File: src/rtl/gdv_pkg.sv
package gdv_pkg;
  typedef enum logic [2:0] {
    GK_NONE = 3'd0,
    GK_CALL = 3'd1,
    GK_INTR = 3'd2,
    GK_TRAP = 3'd3,
    GK_TASK = 3'd4
  } gate_kind_e;

  // access byte field positions inside a 64-bit descriptor
  localparam int unsigned TYPE_LSB  = 40;
  localparam int unsigned SYS_BIT   = 44;
  localparam int unsigned PRES_BIT  = 47;
  localparam int unsigned WC_LSB    = 32;
  localparam int unsigned UPPER_LSB = 48;
endpackage

File: src/rtl/gdv_gate_decode.sv
module gdv_gate_decode
  import gdv_pkg::*;
#(
  parameter int unsigned WC_W = 5,
  localparam int unsigned CB_W = WC_W + 2
) (
  input  logic [63:0]     gate,
  output gate_kind_e      kind,
  output logic            present,
  output logic            sys_bit,
  output logic            legacy,
  output logic            push_wide,
  output logic [CB_W-1:0] copy_bytes,
  output logic [15:0]     sel,
  output logic [31:0]     off
);
  logic [3:0]      typ;
  logic [WC_W-1:0] count;

  assign typ       = gate[TYPE_LSB +: 4];
  assign count     = gate[WC_LSB +: WC_W];
  assign present   = gate[PRES_BIT];
  assign sys_bit   = gate[SYS_BIT];
  assign legacy    = (gate[UPPER_LSB +: 16] == 16'h0000);
  assign push_wide = typ[3];
  assign sel       = gate[31:16];

  always_comb begin
    unique case (typ)
      4'h4, 4'hC: kind = GK_CALL;
      4'h6, 4'hE: kind = GK_INTR;
      4'h7, 4'hF: kind = GK_TRAP;
      4'h5:       kind = GK_TASK;
      default:    kind = GK_NONE;
    endcase
  end

  always_comb begin
    if (kind != GK_CALL)  copy_bytes = '0;
    else if (legacy)      copy_bytes = {1'b0, count, 1'b0};
    else                  copy_bytes = {count, 2'b00};
  end

  always_comb begin
    if (kind == GK_TASK) off = '0;
    else                 off = {gate[UPPER_LSB +: 16], gate[15:0]};
  end
endmodule

File: src/rtl/gdv_dest_check.sv
module gdv_dest_check
  import gdv_pkg::*;
(
  input  logic [63:0] dest,
  input  gate_kind_e  kind,
  output logic        dest_ok
);
  logic [3:0] dtyp;
  logic       is_code;
  logic       is_tss;

  assign dtyp    = dest[TYPE_LSB +: 4];
  assign is_code = dest[SYS_BIT] && dtyp[3];
  // available or busy task state segment, either layout
  assign is_tss  = !dest[SYS_BIT] && dtyp[0] && !dtyp[2];

  always_comb begin
    unique case (kind)
      GK_CALL, GK_INTR, GK_TRAP: dest_ok = is_code;
      GK_TASK:                   dest_ok = is_tss;
      default:                   dest_ok = 1'b0;
    endcase
  end
endmodule

File: src/rtl/gdv_fault_arb.sv
module gdv_fault_arb
  import gdv_pkg::*;
#(
  parameter int unsigned VEC_W  = 8,
  parameter int unsigned NP_VEC = 11,
  parameter int unsigned GP_VEC = 13
) (
  input  logic             present,
  input  logic             sys_bit,
  input  gate_kind_e       kind,
  input  logic             dest_ok,
  output logic             fault_valid,
  output logic [VEC_W-1:0] fault_vec
);
  always_comb begin
    fault_valid = 1'b1;
    if (!present)              fault_vec = VEC_W'(NP_VEC);
    else if (sys_bit)          fault_vec = VEC_W'(GP_VEC);
    else if (kind == GK_NONE)  fault_vec = VEC_W'(GP_VEC);
    else if (!dest_ok)         fault_vec = VEC_W'(GP_VEC);
    else begin
      fault_valid = 1'b0;
      fault_vec   = '0;
    end
  end
endmodule

File: src/rtl/gdv_top.sv
module gdv_top
  import gdv_pkg::*;
#(
  parameter int unsigned WC_W   = 5,
  parameter int unsigned VEC_W  = 8,
  parameter int unsigned NP_VEC = 11,
  parameter int unsigned GP_VEC = 13,
  localparam int unsigned CB_W  = WC_W + 2
) (
  input  logic             clk,
  input  logic             rst_n,
  input  logic             in_valid,
  output logic             in_ready,
  input  logic [63:0]      gate_desc,
  input  logic [63:0]      dest_desc,
  output logic             out_valid,
  input  logic             out_ready,
  output logic             fault_valid,
  output logic [VEC_W-1:0] fault_vec,
  output logic [2:0]       gate_kind,
  output logic             present,
  output logic             legacy,
  output logic             push_wide,
  output logic [CB_W-1:0]  copy_bytes,
  output logic [15:0]      dest_sel,
  output logic [31:0]      dest_off
);
  typedef struct packed {
    logic             fv;
    logic [VEC_W-1:0] vec;
    gate_kind_e       kind;
    logic             pres;
    logic             leg;
    logic             pw;
    logic [CB_W-1:0]  cb;
    logic [15:0]      sel;
    logic [31:0]      off;
  } result_t;

  gate_kind_e      d_kind;
  logic            d_pres, d_sys, d_leg, d_pw, d_ok, d_fv;
  logic [CB_W-1:0] d_cb;
  logic [15:0]     d_sel;
  logic [31:0]     d_off;
  logic [VEC_W-1:0] d_vec;
  result_t         res_d, res_q;
  logic            ov_q;
  logic            accept;

  gdv_gate_decode #(.WC_W(WC_W)) u_dec (
    .gate(gate_desc), .kind(d_kind), .present(d_pres), .sys_bit(d_sys),
    .legacy(d_leg), .push_wide(d_pw), .copy_bytes(d_cb), .sel(d_sel), .off(d_off)
  );

  gdv_dest_check u_dst (
    .dest(dest_desc), .kind(d_kind), .dest_ok(d_ok)
  );

  gdv_fault_arb #(.VEC_W(VEC_W), .NP_VEC(NP_VEC), .GP_VEC(GP_VEC)) u_arb (
    .present(d_pres), .sys_bit(d_sys), .kind(d_kind), .dest_ok(d_ok),
    .fault_valid(d_fv), .fault_vec(d_vec)
  );

  assign res_d = '{fv: d_fv, vec: d_vec, kind: d_kind, pres: d_pres, leg: d_leg,
                   pw: d_pw, cb: d_cb, sel: d_sel, off: d_off};

  assign in_ready = !ov_q || out_ready;
  assign accept   = in_valid && in_ready;

  always_ff @(posedge clk) begin
    if (!rst_n) begin
      ov_q  <= 1'b0;
      res_q <= '0;
    end else begin
      if (in_ready) ov_q <= in_valid;
      if (accept)   res_q <= res_d;
    end
  end

  assign out_valid   = ov_q;
  assign fault_valid = res_q.fv;
  assign fault_vec   = res_q.vec;
  assign gate_kind   = res_q.kind;
  assign present     = res_q.pres;
  assign legacy      = res_q.leg;
  assign push_wide   = res_q.pw;
  assign copy_bytes  = res_q.cb;
  assign dest_sel    = res_q.sel;
  assign dest_off    = res_q.off;


  hold_stable_chk: assert property (@(posedge clk) disable iff (!rst_n)
    out_valid && !out_ready |=> out_valid && $stable(res_q));

  accept_to_out_chk: assert property (@(posedge clk) disable iff (!rst_n)
    in_valid && in_ready |=> out_valid);

  not_present_chk: assert property (@(posedge clk) disable iff (!rst_n)
    out_valid && !present |-> fault_valid && fault_vec == VEC_W'(NP_VEC));

  bad_type_chk: assert property (@(posedge clk) disable iff (!rst_n)
    out_valid && gate_kind == GK_NONE |-> fault_valid);

  copy_only_call_chk: assert property (@(posedge clk) disable iff (!rst_n)
    out_valid && gate_kind != GK_CALL |-> copy_bytes == '0);

  task_off_chk: assert property (@(posedge clk) disable iff (!rst_n)
    out_valid && gate_kind == GK_TASK |-> dest_off == '0);
endmodule

File: config.mk
export PLATFORM = sky130hd
export DESIGN_NAME = gdv_top
export DESIGN_NICKNAME = d
export VERILOG_FILES = /design/src/rtl/gdv_pkg.sv /design/src/rtl/gdv_gate_decode.sv /design/src/rtl/gdv_dest_check.sv /design/src/rtl/gdv_fault_arb.sv /design/src/rtl/gdv_top.sv
export SDC_FILE = /design/constraint.sdc
export NUM_CORES = 1
export LEC_CHECK = 0
export BUFFER_PORTS_ARGS = -buffer_cell sky130_fd_sc_hd__clkbuf_2
export CORE_ASPECT_RATIO = 0.75
export CORE_MARGIN = 2
export CORE_UTILIZATION = 42
export CTS_CLUSTER_SIZE = 20
export DETAILED_ROUTE_END_ITERATION = 10
export PLACE_DENSITY = 0.86
export SLEW_MARGIN = 20
export SYNTH_ARGS = -nofsm -noshare
export SYNTH_HDL_FRONTEND = slang
export SYNTH_SLANG_ARGS = --single-unit
File: constraint.sdc
create_clock -name clk -period 3.79 [get_ports clk]
set_input_delay 0.5685 -clock clk [delete_from_list [all_inputs] [get_ports clk]]
set_output_delay 0.5685 -clock clk [all_outputs]
set_load 0.005 [all_outputs]
==> results of run 1 <==
==> flip-flops by register name (all words and copies together), names as in the netlist <==
name / count
copy_bytes: 6
push_wide: 1
out_valid: 1
dest_sel: 16
legacy: 1
present: 1
fault_vec: 3
gate_kind: 3
dest_off: 32
==> layer usage <==
| metal | global-route usage (%) | routed length [um] | up-vias |
|---|---|---|---|
| li1 | - | - | 1163 |
| met5 | 0 | 0 | - |
| met2 | 31.0 | 2990 | 79 |
| met4 | 8.17 | 70 | 0 |
| met1 | 22.7 | 2680 | 1054 |
| met3 | 6.07 | 377 | 6 |
==> layout by cell type, fill, tap and decap left out, drive strengths merged <==
cell      Yosys  routed
and2          1       1
bufinv        0       1
clkinvlp      0       2
nand2b        4       4
a22oi        32      32
nor2          3       3
clkbuf        9     142
nor4          4       4
o21a          1       1
o21ai         7       7
or2           1       1
or4           2       2
inv           3       3
buf          16       4
clkinv        0       3
nor4bb        1       1
nor3          2       2
nand4         2       2
a31oi         1       1
conb          1       5
nand3         8       8
dfxtp        64      64
or3b          1       1
a32oi         1       1
nand2        42      42
a21oi         1       1
mux2i         4       4
a21boi       23      23
nor2b        34      34
==> path summary, 6_finish.rpt <==
check             slack, ns             to     startpoint
setup reg to reg       1.62    dest_sel[6]      out_valid
hold / removal         0.46  copy_bytes[1]  copy_bytes[1]
setup / recovery       1.62    dest_sel[6]      out_valid
hold reg to reg        0.46  copy_bytes[1]  copy_bytes[1]
==> critical path, stage by stage, from the launching register on <==
cell	delay [ns]
dfxtp_1	0.34
nor2b_1	0.28
inv_1	0.13
nand2_2	0.74
buf_4	0.32
nand2_1	0.07
a21boi_0	0.19
==> power by group <==
part           switching, mW  internal, mW  leakage [nW]  total [mW]
logic                 0.0960        0.0898         0.964       0.186
clock network          0.248         0.300        0.0920       0.548
registers             0.0179         0.709         0.525       0.727
total                  0.362          1.10          1.58        1.46
==> stage by stage <==
stage / util [%] / setup WS, ns / instance area [um^2] / power (mW) / hold WS [ns]
after floorplan: - / 2.09 / 2540 / 0.838 / 0.447
after global placement: 55.2 / 1.36 / 3200 / 0.923 / 0.440
after detailed placement: 55.2 / 1.33 / 3200 / 0.930 / 0.450
after CTS: 58.5 / 1.60 / 3390 / 1.48 / 0.452
after global routing: 58.5 / 1.46 / 3390 / 1.54 / 0.463
final: 58.5 / 1.62 / 3390 / 1.46 / 0.460
==> cell families (layout without fill, tap and decap cells) <==
| group | after synthesis | after routing | share of synthesized area (%) |
|---|---|---|---|
| AND/OR/NAND/NOR | 105 | 105 | 23.0 |
| buffers and inverters | 28 | 155 | 5.65 |
| AO/OA/AOI/OAI | 66 | 66 | 18.8 |
| multiplexers | 4 | 4 | 1.59 |
| flip-flops | 64 | 64 | 50.8 |
| other | 1 | 5 | 0.149 |
==> final cells by class <==
cell class                 instances  area, um^2  share of cell area, %
inverter                           3        11.3                  0.332
clock buffer                      10         128                   3.77
multi-input combinational        180        1120                   33.1
sequential                        64        1280                   37.8
timing repair buffer             136         688                   20.3
clock inverter                     6        60.1                   1.77
tap                               78        97.6                   2.88
==> results.md, run 1 <==
* Status: finished, final reports clean
* WP data arrival at around 2.4 ns
* P per Cell Area at 431 nW/um^2
* Yosys reg bits at 64
* Final Critical Period at 2.17 ns
* Cts bufs inserted at 9
* Final-layout fill cell count at 539
* Die Footprint at 6650 um^2
* Post-synth EDFFs at 0
* Mapped Cells at about 270
* Drt total wl at 6120 um
* Routed WL per cell at between 10 and 15 um
* Post-route insts no fill at 477
* Setup Viol. Count Final at 0
* Core Box Area at 5800 um^2
* Slew Limit Headroom at 33.9%
* Hold Buf Count CTS at 0
* FP Rows at 24
* CTS tree: yes
* IO Count at between 200 and 250
* Die Wd at 93.5 um
* Area Overhead vs Synth at 34.3%
* Seq/Total Area, Yosys at 50.8%
* Final hold violation count at 0
* Final worst path period share at a little under three fifths
* Max Freq at 461 MHz
* Yosys top cell area share at 50.8%
* RSZ-0062 raised after global routing: no
* Gp weighted congestion at 0.714
* Root buf cell: clkbuf_8
* Vias per cell at around 4.8
* Dpl cells at 461
* Count leader, synth: dfxtp_1
* Worst-case clock buffer depth at 2
* Initial core utilization at 43.5%
* Setup TNS at 0 ns
* Leakage dissipation at between 1.5 and 2 nW
* # clock sinks at 64
* Distinct cells, synth at 30
* Drc violations at 0
* Worst Clk Skew at 0.00507 ns
* Setup Buffers After CTS at 0
* WP data required at 4.03 ns
* Routed Antenna Nets at 0
* Max-slew violations at 0
* Clock latency on the worst-skew pair at 0.33 ns
* First-pass GRT wire length at between 9000 and 10000 um
* Vias in the first global route at 2092
* Slew of the pin with the lowest slew margin at 0.988 ns
* GRT Total Usage at a little under a fifth
* Avg Inst Size Synth at ~9.4 um^2
* Hold Path Stages at 2
* Ys async rst share at 0%
* WS Path Type: reg -> reg
* N_diodes at 0
* Synth top area cells: dfxtp_1 (51%), a22oi_1 (9.5%), nor2b_1 (8.4%)
* Post_cts resized at 0
* Vias at ~2300
* Share of cells above drive strength 1 at 39.8%
* Largest net degree at the start of global routing at 67
* Nets at 526
* Top cells by count, synth: dfxtp_1 (64), nand2_1 (42), nor2b_1 (34)
* Synth warn at 0
* Tightest Hold Check Type: reg -> reg
* Grt ovf at 0
* Initial antenna violation count at 0
* H-tree depth at 3
* Reg clk slew, reported paths at approximately 0.07 ns
* Max-Cap Viols at 0
* Synth Flop Type: dfxtp_1
* Die H at 71.1 um
* Crit start category: flip-flop
* Worst setup EP type: flip-flop
* FF-to-FF path depth at 6
* Most area-hungry cell type in the Yosys netlist: dfxtp_1
* DP HPWL at roughly 4400 um
* Synth Cell Area at 2520 um^2
* Initial detailed-routing violation count at slightly above 100
* Pre-antenna DRT Iters at 5
* Port Buf Inserts at 133
* Max IR drop VDD at 215 uV
* Max FO, Critical Path at between 50 and 60
Power figures use the tool's default switching activity.
==> inputs of run 2 (changes only) <==
--- a/config.mk
+++ b/config.mk
@@ -8,10 +8,10 @@
 export BUFFER_PORTS_ARGS = -buffer_cell sky130_fd_sc_hd__clkbuf_2
 export CORE_ASPECT_RATIO = 0.75
 export CORE_MARGIN = 2
-export CORE_UTILIZATION = 42
+export CORE_UTILIZATION = 39
 export CTS_CLUSTER_SIZE = 20
 export DETAILED_ROUTE_END_ITERATION = 10
-export PLACE_DENSITY = 0.86
+export PLACE_DENSITY = 0.8
 export SLEW_MARGIN = 20
 export SYNTH_ARGS = -nofsm -noshare
 export SYNTH_HDL_FRONTEND = slang
==> constraint.sdc (replaced) <==
create_clock -name clk -period 2.2 [get_ports clk]
set_input_delay 0.33 -clock clk [delete_from_list [all_inputs] [get_ports clk]]
set_output_delay 0.33 -clock clk [all_outputs]
set_load 0.005 [all_outputs]
==> run 2 against run 1 <==
  * Via count up 0.35%
  * Clock-buffer cell count fell by 1
  * Sequential cell count stayed put
  * Non-clock buffer count increased by 3
  * Critical path depth is 1 lower
  * Wire length grew 1.1%
  * Die area grew 7.3%
  * Critical endpoint is now dest_off[24]
==> results.md, run 2 (synthesis results as in run 1) <==
* Slew of the pin with the lowest slew margin at 0.726 ns (-0.263 ns)
* CP delay by family, top: simple AND/OR/NAND/NOR gates
* P per Cell Area at 786 nW/um^2 (+82%)
* # clock sinks at 64 (unchanged)
* Commonest cells after routing, fill and taps aside: clkbuf_2 (133), dfxtp_1 (64), nand2_1 (41), nor2b_1 (34), a22oi_1 (32)
* Worst Clk Skew at 0.00982 ns (+0.00475 ns)
* Largest net degree at the start of global routing at 32 (-52%)
* Crit start category: flip-flop
* Nets at 529 (+0.57%)
* Slowest-stage cell, CP: nor3_2
* GRT Total Usage at 17.1% (-1.8 points)
* Pre-antenna DRT Iters at 4 (-1)
* Final worst path period share at 82.4% (+25 points)
* WP data required at 2.48 ns (-1.55 ns)
* Slew Limit Headroom at 51.4% (+17 points)
* Post_cts resized at 0 (unchanged)
* WS Path Type: reg -> reg
* H-tree depth at 3 (unchanged)
* Max FO, Critical Path at 24 (-56%)
* FF-to-FF Start: out_valid
* Drt total wl at 6190 um (+1.1%)
* Port Buf Inserts at 133 (unchanged)
* Worst-case clock buffer depth at 2 (unchanged)
* Max Freq at 551 MHz (+20%)
* Status: finished, final reports clean
* Reg clk slew, reported paths at 0.08 ns (about the same)
* N_diodes at 0 (unchanged)
* Drc violations at 0 (unchanged)
* Final Critical Period at 1.81 ns (-0.357 ns)
* Vias per cell at 4.78 (-0.90%)
* IO Count at 204 (unchanged)
* Initial antenna violation count at 0 (unchanged)
* RSZ-0062 raised after global routing: no
* DP HPWL at 4570 um (+3.6%)
* Vias at 2310 (+0.35%)
* Grt ovf at 0 (unchanged)
* Setup TNS at 0 ns (unchanged)
* Die Footprint at 7140 um^2 (+7.3%)
* Dpl ws at 0.302 ns (-1.03 ns)
* Slowest cell delay on critical path at 0.61 ns (-0.13 ns)
* Vias in the first global route at 2112 (+0.96%)
* CP Buf/Inv Count at 1 (-1)
* Clock latency on the worst-skew pair at 0.34 ns (about the same)
* Area after DPL at 3240 um^2 (+1.2%)
* Final hold violation count at 0 (unchanged)
* Max-slew violations at 0 (unchanged)
* Setup Viol. Count Final at 0 (unchanged)
* Hold Buf Count CTS at 0 (unchanged)
* Setup Buffers After CTS at 0 (unchanged)
* Worst setup EP type: flip-flop
* Core Util, Final at 55.1% (-3.3 points)
* Core Box Area at 6290 um^2 (+8.5%)
* Die H at 73.7 um (+3.6%)
* Cts bufs inserted at 9 (unchanged)
* Routed Antenna Nets at 0 (unchanged)
* Critical path's most frequent cell: nor2b_1
* CTS tree: yes
* Final-layout fill cell count at 583 (+8.2%)
* Final WS setup at 0.387 ns (-1.23 ns)
* Crit-path cells: nor2b_1, nor3_2, buf_4, a22oi_1, nor2b_1
* Max IR drop VDD at 314 uV (+46%)
* First-pass GRT wire length at 9780 um (+0.22%)
* Hold slack at 0.208 ns (-0.252 ns)
* Worst hold start: gate_desc[30]
* Gp weighted congestion at 0.726 (+1.6%)
* Post-route insts no fill at 483 (+1.3%)
* WP data arrival at 2.10 ns (-0.31 ns)
* Leakage dissipation at 1.62 nW (+2.4%)
* Share of cells above drive strength 1 at 40.5% (+0.70 points)
* Area Overhead vs Synth at 37.3%
* Initial core utilization at 40.1% (-3.4 points)
* FP Rows at 25 (+4.2%)
* Routed WL per cell at 12.8 um (-0.14%)
* Worst Setup SP: out_valid
* Post-route cell area at 3470 um^2 (+2.3%)
* Die Wd at 96.9 um (+3.6%)
* Tightest Hold Check Type: in -> reg
* Max-Cap Viols at 0 (unchanged)
* PnR Total Power at 2.72 mW (+86%)
* Root buf cell: clkbuf_8
* Dpl cells at 467 (+1.3%)
* Most common cell after layout, fill and taps aside: clkbuf_2
* Max FFs per register at 32 (unchanged)
* Initial detailed-routing violation count at 106 (+2.9%)
==> run 2: path summary, 6_finish.rpt <==
check,endpoint,slack [ns],cells past startpoint
setup / recovery,dest_off[24],0.39,5
hold / removal,dest_sel[14],0.21,3
setup reg to reg,dest_off[24],0.39,5
hold reg to reg,copy_bytes[1],0.46,2
==> run 2: metal layers <==
layer,wire length (um),track usage [%]
met4,80,6.42
met5,0,0
met2,2880,29.1
met1,2810,20.6
met3,418,5.33
==> run 2: worst register-to-register path, delay by kind of cell (launching register included) <==
kind,cells,cell delay [ns]
buf+inv,1,0.40
flops,1,0.32
compound gates,1,0.13
simple gates,3,0.91
==> run 2: final cells by class <==
| type | count | area, um^2 | share of cell area (%) |
|---|---|---|---|
| repair buffers | 139 | 723 | 20.9 |
| well taps | 81 | 101 | 2.92 |
| clock buffers | 9 | 124 | 3.57 |
| inverters | 3 | 11.3 | 0.325 |
| clock inverters | 7 | 103 | 2.96 |
| flip-flops and latches | 64 | 1280 | 37.0 |
| multi-input cells | 180 | 1120 | 32.4 |
==> run 2: where the power goes <==
group	leakage (nW)	internal, mW	total [mW]	switching (mW)
registers	0.525	1.22	1.25	0.0320
clock network	0.111	0.651	1.15	0.494
logic	0.983	0.161	0.326	0.166
==> inputs of run 3 (changes only) <==
--- a/config.mk
+++ b/config.mk
@@ -5,13 +5,14 @@
 export SDC_FILE = /design/constraint.sdc
 export NUM_CORES = 1
 export LEC_CHECK = 0
+export ABC_AREA = 1
 export BUFFER_PORTS_ARGS = -buffer_cell sky130_fd_sc_hd__clkbuf_2
 export CORE_ASPECT_RATIO = 0.75
 export CORE_MARGIN = 2
-export CORE_UTILIZATION = 39
+export CORE_UTILIZATION = 38
 export CTS_CLUSTER_SIZE = 20
 export DETAILED_ROUTE_END_ITERATION = 10
-export PLACE_DENSITY = 0.8
+export PLACE_DENSITY = 0.79
 export SLEW_MARGIN = 20
 export SYNTH_ARGS = -nofsm -noshare
 export SYNTH_HDL_FRONTEND = slang
==> constraint.sdc (replaced) <==
create_clock -name clk -period 1.75 [get_ports clk]
set_input_delay 0.2625 -clock clk [delete_from_list [all_inputs] [get_ports clk]]
set_output_delay 0.2625 -clock clk [all_outputs]
set_load 0.005 [all_outputs]
==> run 3 against run 2 <==
  * Cell area down 3.5%
  * Combinational power up 32%
  * Worst hold slack worse by 0.055 ns
==> results.md, run 3 <==
* Avg Inst Size Synth at 7.80 um^2 (-17%)
* Status: finished, final reports clean
* Area after DPL at 3160 um^2 (-2.5%)
* Reg clk slew, reported paths at 0.07 ns (about the same)
* Worst Clk Skew at 0.00754 ns (-0.00228 ns)
* Most common cell after layout, fill and taps aside: clkbuf_2
* Share of cells above drive strength 1 at 36.2% (-4.3 points)
* First-pass GRT wire length at 10000 um (+2.4%)
* Ys async rst share at 0% (unchanged)
* Setup TNS at 0 ns (unchanged)
* Drt total wl at 6200 um (+0.24%)
* Dpl cells at 516 (+10%)
* Crit start category: flip-flop
* Footprint of the multi-input gates at 998 um^2 (-11%)
* Vias per cell at 4.68 (-2.2%)
* Clock latency on the worst-skew pair at 0.33 ns (about the same)
* Vias in the first global route at 2211 (+4.7%)
* Post-synth EDFFs at 0 (unchanged)
* Initial detailed-routing violation count at 81 (-24%)
* Final hold violation count at 0 (unchanged)
* Nets at 578 (+9.3%)
* Routed WL per cell at 11.7 um (-8.8%)
* Sink of the worst hold path: dest_off[12]
* Die Footprint at 7130 um^2 (about the same)
* Synth Cell Area at 2460 um^2 (-2.6%)
* Max FFs per register at 32 (unchanged)
* Final worst path period share at 70.3% (-12 points)
* Gp weighted congestion at 0.787 (+8.4%)
* CTS tree: yes
* Synth Flop Type: dfxtp_1
* Tightest Hold Check Type: in -> reg
* IO Count at 204 (unchanged)
* Setup Buffers After CTS at 0 (unchanged)
* Distinct cells, synth at 23 (-23%)
* Top cells by count, synth: nand2_1 (68), dfxtp_1 (64), nor2_1 (58)
* DP HPWL at 4580 um (+0.23%)
* Hold Path Stages at 3 (unchanged)
* Final-layout fill cell count at 599 (+2.7%)
* Commonest cells after routing, fill and taps aside: clkbuf_2 (133), nand2_1 (68), dfxtp_1 (64), nor2_1 (58), a21oi_1 (33)
* N_diodes at 0 (unchanged)
* Seq/Total Area, Yosys at 52.1% (+1.4 points)
* Max Freq at 813 MHz (+47%)
* WP data required at 2.01 ns (-0.47 ns)
* GRT Total Usage at 17.7% (+0.67 points)
* Post-route cell area at 3340 um^2 (-3.5%)
* Synth top area cells: dfxtp_1 (52%), nand2_1 (10%), nor2_1 (8.9%)
* Die Wd at 96.9 um (about the same)
* Initial core utilization at 39.1% (-1.1 points)
* Area Overhead vs Synth at 36.0%
* Core Box Area at 6290 um^2 (unchanged)
* Sequential cell area at 1280 um^2 (unchanged)
* Yosys top cell area share at 52.1% (+1.4 points)
* FF-to-FF Start: out_valid
* Most area-hungry cell type in the Yosys netlist: dfxtp_1
* RSZ-0062 raised after global routing: no
* # clock sinks at 64 (unchanged)
* Worst-case clock buffer depth at 2 (unchanged)
* R2R setup slack at 0.52 ns (+0.13 ns)
* WP data arrival at 1.49 ns (-0.61 ns)
* Max FO, Critical Path at 25 (+4.2%)
* FF-to-FF path depth at 6 (+1)
* Mapped Cells at 315 (+18%)
* Worst hold start: gate_desc[12]
* Grt ovf at 0 (unchanged)
* PnR Total Power at 3.24 mW (+19%)
* Hold Buf Count CTS at 0 (unchanged)
* Synth warn at 0 (unchanged)
* Port Buf Inserts at 133 (unchanged)
* Setup Viol. Count Final at 0 (unchanged)
* Count leader, synth: nand2_1
* WS Path Type: reg -> reg
* FP Rows at 25 (unchanged)
* Post-route insts no fill at 531 (+9.9%)
* Routed Antenna Nets at 0 (unchanged)
* Max-slew violations at 0 (unchanged)
* Final Critical Period at 1.23 ns (-0.583 ns)
* Vias at 2484 (+7.5%)
* Largest net degree at the start of global routing at 33 (+3.1%)
* Worst R2R End: dest_off[31]
* H-tree depth at 3 (unchanged)
* Cts bufs inserted at 9 (unchanged)
* Worst setup EP type: flip-flop
* P per Cell Area at 969 nW/um^2 (+23%)
* Post_cts resized at 0 (unchanged)
* Max-Cap Viols at 0 (unchanged)
* Die H at 73.6 um (about the same)
* Root buf cell: clkbuf_8
* Drc violations at 0 (unchanged)
* Pre-antenna DRT Iters at 4 (unchanged)
* Max IR drop VDD at 447 uV (+42%)
* Yosys reg bits at 64 (unchanged)
* Leakage dissipation at 1.66 nW (+2.5%)
* Initial antenna violation count at 0 (unchanged)
==> run 3: worst max path at each step <==
stage | end | slack (ns) | start | cells past startpoint
5_1_grt | dest_off[3] | 0.41 | out_valid | 6
6_report | dest_off[31] | 0.52 | out_valid | 6
4_1_cts | dest_off[31] | 0.50 | out_valid | 6
3_3_place_gp | copy_bytes[3] | 0.46 | gate_desc[55] | 8
3_5_place_dp | copy_bytes[3] | 0.41 | gate_desc[57] | 8
2_1_floorplan | fault_vec[1] | 0.68 | out_valid | 6
==> run 3: cell type report <==
class / instances / area share, %
clock buffers: 11 / 4.23
clock inverters: 4 / 1.35
inverters: 12 / 1.35
multi-input cells: 219 / 29.9
flip-flops and latches: 64 / 38.3
well taps: 81 / 3.03
repair buffers: 140 / 21.9
==> run 3: routing by layer <==
layer | vias up | GRT usage, % | wire, um
met1 | 1097 | 21.0 | 2750
met3 | 8 | 7.99 | 556
met2 | 106 | 28.8 | 2800
met5 | - | 0 | 0
li1 | 1273 | - | -
met4 | 0 | 6.73 | 100
==> run 3: power by group <==
| group | total, mW | internal, mW | switching, mW |
|---|---|---|---|
| registers | 1.59 | 1.55 | 0.0459 |
| clock network | 1.22 | 0.682 | 0.535 |
| logic | 0.430 | 0.199 | 0.231 |
==> run 3: critical path, stage by stage (launching register included) <==
cell and delay, ns:
dfxtp_1 0.33, nand2_4 0.09, nand2_4 0.08, nor2_4 0.25, buf_12 0.20, nand2_1 0.07, a21oi_1 0.12
==> run 3: cell families (layout without fill, tap and decap cells) <==
logic type / Yosys count / in the layout / synth area share (%)
other cells: 1 / 5 / 0.153
buf+inv: 36 / 167 / 7.84
compound gates: 67 / 67 / 14.7
flops: 64 / 64 / 52.1
simple gates: 147 / 147 / 25.2
==> run 3: per-stage QoR <==
step,setup slack (ns),utilization (%),hold slack [ns]
2_1_floorplan,0.678,-,0.401
3_3_place_gp,0.463,50.2,0.452
3_5_place_dp,0.413,50.2,0.456
4_1_cts,0.500,53.2,0.138
5_1_grt,0.412,53.2,0.142
6_report,0.520,53.2,0.154
